===== src/rtl/tdsp_pkg.sv =====
package tdsp_pkg;
  localparam int unsigned LINES_DEF = 6;
  localparam int unsigned DLY_W_DEF = 16;
  localparam int unsigned TIME_W_DEF = 32;
  localparam int unsigned SYNC_DEF = 2;

  // width of an index into n items, never below one bit
  function automatic int unsigned idx_w(input int unsigned n);
    return (n < 2) ? 1 : $clog2(n);
  endfunction
endpackage


===== src/rtl/tdsp_line_capture.sv =====
module tdsp_line_capture #(
  parameter int unsigned N    = 6,
  parameter int unsigned SYNC = 2
) (
  input  logic         clk,
  input  logic         rst_n,
  input  logic [N-1:0] irq_i,
  output logic [N-1:0] level_o,
  output logic [N-1:0] rise_o
);
  localparam int unsigned CW = SYNC * N;

  logic [CW-1:0] chain_q, chain_d;
  logic [N-1:0]  prev_q;

  // synchroniser stages, shifted as one packed word
  if (SYNC == 1) begin : g_one
    assign chain_d = irq_i;
  end else begin : g_many
    assign chain_d = {chain_q[CW-N-1:0], irq_i};
  end

  assign level_o = chain_q[CW-1 -: N];
  assign rise_o  = level_o & ~prev_q;

  always_ff @(posedge clk or negedge rst_n) begin
    if (!rst_n) begin
      chain_q <= '0;
      prev_q  <= '0;
    end else begin
      chain_q <= chain_d;
      prev_q  <= level_o;
    end
  end
endmodule


===== src/rtl/tdsp_delay_bank.sv =====
module tdsp_delay_bank #(
  parameter int unsigned N  = 6,
  parameter int unsigned DW = 16,
  parameter int unsigned TW = 3
) (
  input  logic          clk,
  input  logic          rst_n,
  input  logic          tick_i,
  input  logic          wr_en_i,
  input  logic [TW-1:0] wr_sel_i,
  input  logic [DW-1:0] wr_val_i,
  output logic [N-1:0]  wake_o
);
  logic [N-1:0] wake_w;

  for (genvar i = 0; i < N; i++) begin : g_cnt
    logic [DW-1:0] cnt_q, cnt_d;
    logic          hit, live, en;

    assign hit  = wr_en_i && (wr_sel_i == TW'(i));
    assign live = (cnt_q != '0);
    assign en   = hit || (tick_i && live);

    always_comb begin
      if (hit) cnt_d = wr_val_i;
      else     cnt_d = cnt_q - DW'(1);
    end

    // expiry on the 1 -> 0 step, unless a load overrides it
    assign wake_w[i] = tick_i && (cnt_q == DW'(1)) && !hit;

    always_ff @(posedge clk or negedge rst_n) begin
      if (!rst_n)  cnt_q <= '0;
      else if (en) cnt_q <= cnt_d;
    end
  end

  assign wake_o = wake_w;
endmodule


===== src/rtl/tdsp_arbiter.sv =====
module tdsp_arbiter #(
  parameter int unsigned N  = 6,
  parameter int unsigned TW = 3
) (
  input  logic          clk,
  input  logic          rst_n,
  input  logic [N-1:0]  set_i,
  input  logic          ack_i,
  input  logic          done_i,
  output logic          disp_valid_o,
  output logic [TW-1:0] disp_task_o,
  output logic [N-1:0]  pend_o
);
  logic [N-1:0]  pend_q, pend_d, clr_mask;
  logic [TW-1:0] task_q, win;
  logic          act_q, act_d, eff_act, any, go, dv_q;

  always_comb begin
    win = '0;
    for (int k = 0; k < N; k++) begin
      if (pend_q[k]) win = TW'(k);
    end
  end

  assign any      = |pend_q;
  assign eff_act  = act_q && !done_i;
  assign go       = any && (!eff_act || (win > task_q));
  assign clr_mask = ack_i ? (N'(1) << task_q) : '0;
  assign pend_d   = (pend_q & ~clr_mask) | set_i;
  assign act_d    = go ? 1'b1 : eff_act;

  always_ff @(posedge clk or negedge rst_n) begin
    if (!rst_n) begin
      pend_q <= '0;
      act_q  <= 1'b0;
      dv_q   <= 1'b0;
    end else begin
      pend_q <= pend_d;
      act_q  <= act_d;
      dv_q   <= go;
    end
  end

  always_ff @(posedge clk or negedge rst_n) begin
    if (!rst_n)  task_q <= '0;
    else if (go) task_q <= win;
  end

  assign disp_valid_o = dv_q;
  assign disp_task_o  = task_q;
  assign pend_o       = pend_q;
endmodule


===== src/rtl/tdsp_top.sv =====
module tdsp_top
  import tdsp_pkg::*;
#(
  parameter int unsigned N_LINES = LINES_DEF,
  parameter int unsigned DLY_W   = DLY_W_DEF,
  parameter int unsigned TIME_W  = TIME_W_DEF,
  parameter int unsigned SYNC    = SYNC_DEF,
  localparam int unsigned TASK_W = idx_w(N_LINES)
) (
  input  logic              clk,
  input  logic              rst_n,
  input  logic [N_LINES-1:0] irq_i,
  input  logic              tick_i,
  input  logic              dly_we_i,
  input  logic [TASK_W-1:0] dly_sel_i,
  input  logic [DLY_W-1:0]  dly_val_i,
  input  logic              ack_i,
  input  logic              done_i,
  output logic [N_LINES-1:0] sig_level_o,
  output logic [TIME_W-1:0] sys_time_o,
  output logic              disp_valid_o,
  output logic [TASK_W-1:0] disp_task_o
);
  logic [1:0]         rs_q;
  logic               rst_s;
  logic [N_LINES-1:0] rise_w, wake_w, pend_w;
  logic [TIME_W-1:0]  time_q, time_d;

  // asynchronous assert, synchronous release
  always_ff @(posedge clk or negedge rst_n) begin
    if (!rst_n) rs_q <= 2'b00;
    else        rs_q <= {rs_q[0], 1'b1};
  end
  assign rst_s = rs_q[1];

  assign time_d = time_q + TIME_W'(1);
  always_ff @(posedge clk or negedge rst_s) begin
    if (!rst_s) time_q <= '0;
    else        time_q <= time_d;
  end
  assign sys_time_o = time_q;

  tdsp_line_capture #(.N(N_LINES), .SYNC(SYNC)) u_cap (
    .clk     (clk),
    .rst_n   (rst_s),
    .irq_i   (irq_i),
    .level_o (sig_level_o),
    .rise_o  (rise_w)
  );

  tdsp_delay_bank #(.N(N_LINES), .DW(DLY_W), .TW(TASK_W)) u_dly (
    .clk      (clk),
    .rst_n    (rst_s),
    .tick_i   (tick_i),
    .wr_en_i  (dly_we_i),
    .wr_sel_i (dly_sel_i),
    .wr_val_i (dly_val_i),
    .wake_o   (wake_w)
  );

  tdsp_arbiter #(.N(N_LINES), .TW(TASK_W)) u_arb (
    .clk          (clk),
    .rst_n        (rst_s),
    .set_i        (rise_w | wake_w),
    .ack_i        (ack_i),
    .done_i       (done_i),
    .disp_valid_o (disp_valid_o),
    .disp_task_o  (disp_task_o),
    .pend_o       (pend_w)
  );
endmodule


===== config.mk =====
export PLATFORM = sky130hd
export DESIGN_NAME = tdsp_top
export DESIGN_NICKNAME = d
export VERILOG_FILES = /design/src/rtl/tdsp_pkg.sv /design/src/rtl/tdsp_line_capture.sv /design/src/rtl/tdsp_delay_bank.sv /design/src/rtl/tdsp_arbiter.sv /design/src/rtl/tdsp_top.sv
export SDC_FILE = /design/constraint.sdc
export NUM_CORES = 1
export LEC_CHECK = 0
export BUFFER_PORTS_ARGS = -buffer_cell sky130_fd_sc_hd__buf_2
export CORE_ASPECT_RATIO = 0.9
export CORE_UTILIZATION = 28
export CTS_CLUSTER_DIAMETER = 40
export CTS_CLUSTER_SIZE = 20
export DETAILED_ROUTE_END_ITERATION = 10
export GPL_TIMING_DRIVEN = 0
export MAX_ROUTING_LAYER = met4
export SYNTH_ARGS = -nofsm -noshare
export SYNTH_HDL_FRONTEND = slang
export SYNTH_SLANG_ARGS = --single-unit

===== constraint.sdc =====
create_clock -name clk -period 4.65 [get_ports clk]
set_input_delay 0.93 -clock clk [delete_from_list [all_inputs] [get_ports clk]]
set_output_delay 0.93 -clock clk [all_outputs]
set_load 0.01 [all_outputs]

==> metrics <==
Post-CTS Hold Buffers=0; share of the synthesized area in the top cell type=0.470; CTS sink cnt=about 160; Synth async-reset ratio=1.00; initial antenna violation count=0; Total GRT Usage=0.157; dpl ws=between 1 and 1.5 ns; Post-Syn Nets=955; CP Class=primary input to flip-flop; final net count=between 1000 and 1500; final instance area=10000 sq um; # resized after CTS=0; global placer's final weighted congestion=~0.87; register bit total from synthesis=159; Distinct cells, synth=66; row cnt=60; Area contributors post-synth=dfrtp_1 47%, xnor2_1 5.9%, nand2_1 4.6%, xor2_1 4.4%, nor2_1 3.8%; clk root buf=clkbuf_16; DRT Pass-1 Iters=5; fmax=approximately 340 MHz; final worst-path cycle share=0.624; Starting Density=0.284; syn avg cell area=approximately 9.4 sq um; dpl hpwl=15600 microns; most frequent cells after synthesis=159 x dfrtp_1, 104 x nand2_1, 86 x nor2_1; Final min period=between 2 and 3 ns; worst slew pin tran=roughly 0.83 ns; final worst slack=1.75 ns; number of global-route vias before repair=between 6000 and 7000; Antenna Violating Nets Remaining=0; CTS tree=yes; sequential fraction of the synthesis area=0.470; Clock transition at path regs=0.07 ns; clock latency on the worst-skew pair=0.43 ns; DIE HEIGHT=approximately 170 microns; Max Buffers Root-to-Sink=2; fin. max-slew vios=0; layout cells sized above 1=0.140; cts bufs inserted=17; 1st-iter DRT viols=about 460; H-Tree Depth=4; Final Skew=~0.011 ns; CP Launch Type=primary input; DR WL/cell=about 16 microns; DRC viols=0; placed cell area=about 9400 sq um; first-pass GRT wire length=between 30000 and 40000 microns; most common cell in the synthesized netlist=dfrtp_1; synth warn=0; core area=between 20000 and 30000 sq um; n_diodes=0; die span in x=185 microns; Post-synth EDFFs=0; Worst EP required=4.99 ns; DRT Wirelength=~23000 microns; DIE AREA=slightly above 30000 sq um; Slew headroom=0.441; Syn Inst Count=902; Post-Synthesis Cell Area=~8500 sq um; PwrDens=a little under 500 nW/um^2; PortBufs=between 70 and 80; Max Cap Violations=0; Setup TNS Final=0 ns; cell taking the most area after synthesis=dfrtp_1; largest net degree at the start of global routing=65; CP Max Fanout=10; CP endpoint kind=flip-flop; run status=complete, no violations; Area Growth Syn to Fin=18.1%; class of the worst hold path=primary input to async pin; post-CTS setup buffer count=0; Max rail drop VDD=0.000273 V; Final Hold Viols=0; io pins=73; Setup-failing EPs final=0; Hold Slack=~0.27 ns; Main synth FF type=dfrtp_1; Remaining Overflow, GRT=0; Worst EP arrival=roughly 3.2 ns; Leak=4.09 nW; unrepaired setup endpoints after global routing=no; mean number of vias per cell=between 4 and 5; via count=between 6000 and 7000
-- power breakdown --
group	internal, mW	leakage [nW]	total (mW)	switching, mW
clock network	0.812	0.299	1.45	0.638
registers	1.76	1.92	2.21	0.452
logic	0.586	1.87	1.28	0.695
total	3.16	4.09	4.94	1.79
-- state kept, by name, indices dropped and copies added, names as in the netlist --
name / cells
u_dly.g_cnt.cnt_q: 96
sys_time_o: 32
u_cap.chain_q: 12
u_arb.pend_o: 6
u_cap.prev_q: 6
u_arb.disp_task_o: 3
rs_q: 2
u_arb.act_q: 1
u_arb.disp_valid_o: 1
-- cell usage in the layout, fill, tap and decap left out, types with 5 or more instances in the layout --
master / Yosys / final
a21oi_1: 52 / 52
a31oi_1: 5 / 5
and2_1: 7 / 7
and3_1: 9 / 9
buf_2: 2 / 74
buf_4: 6 / 6
clkbuf_1: 26 / 26
clkbuf_16: 0 / 17
clkinv_4: 0 / 6
dfrtp_1: 159 / 158
ha_1: 22 / 22
inv_1: 29 / 29
mux2i_1: 5 / 5
nand2_1: 104 / 104
nand2b_1: 6 / 6
nand3_1: 46 / 46
nand4_1: 20 / 20
nor2_1: 86 / 86
nor2b_1: 9 / 9
nor3_1: 22 / 22
nor3b_1: 6 / 6
nor4_1: 26 / 26
o21ai_0: 35 / 35
o21ai_1: 28 / 28
or3_1: 7 / 7
or4_1: 8 / 8
xnor2_1: 57 / 57
xor2_1: 43 / 43
-- per-layer routing --
metal  global-route usage  wire (microns)
met5                    -               0
met1                0.224           11200
met3               0.0317            1210
met4               0.0503             471
met2                0.221            9610
-- metrics by stage --
stage                     total power, mW   util  cells
final                                4.94  0.336   1411
after CTS                            4.98  0.336   1411
after floorplan                      3.11      -    902
after detailed placement             3.49  0.315   1379
after global placement               3.44  0.313   1377
after global routing                 5.28  0.336   1411
-- final timing paths --
kind                            cells after the start        startpoint  slack [ns]                  endpoint
worst min register to register                      0  u_cap.chain_q[5]        0.35         u_cap.chain_q[11]
worst min-delay path                                1             rst_n        0.27                   rs_q[1]
worst max-delay path                                6            tick_i        1.75           u_arb.pend_o[1]
min in group clk                                    0  u_cap.chain_q[5]        0.35         u_cap.chain_q[11]
worst max register to register                      9   u_arb.pend_o[4]        2.38      u_arb.disp_task_o[1]
max in group asynchronous                           2           rs_q[1]        3.23  u_dly.g_cnt[3].cnt_q[11]
-- critical path, stage by stage --
cell      delay (ns)
buf_2           0.19
clkbuf_1        0.49
clkbuf_1        0.58
clkbuf_1        0.50
nand4_1         0.30
o221ai_1        0.23
-- cell type report --
class                           count  area, sq um
Fill cell                        3068        19800
Multi-Input combinational cell    678         4230
Sequential cell                   159         3980
Tap cell                          403          504
Clock buffer                       17          425
Timing Repair Buffer               74          415
Clock inverter                     15          183
Buffer                             36          161
Inverter                           29          109
-- cell families after synthesis --
kind of cell	share of synthesized area
AOI/OAI and AO/OA	0.0985
xor gates and xnor gates	0.103
adders and majority gates	0.0325
buffers and inverters	0.0319
DFF	0.470
muxes	0.00989
other	0.000443
and+or+nand+nor	0.254
No activity file was read; power rests on OpenSTA's default activity.
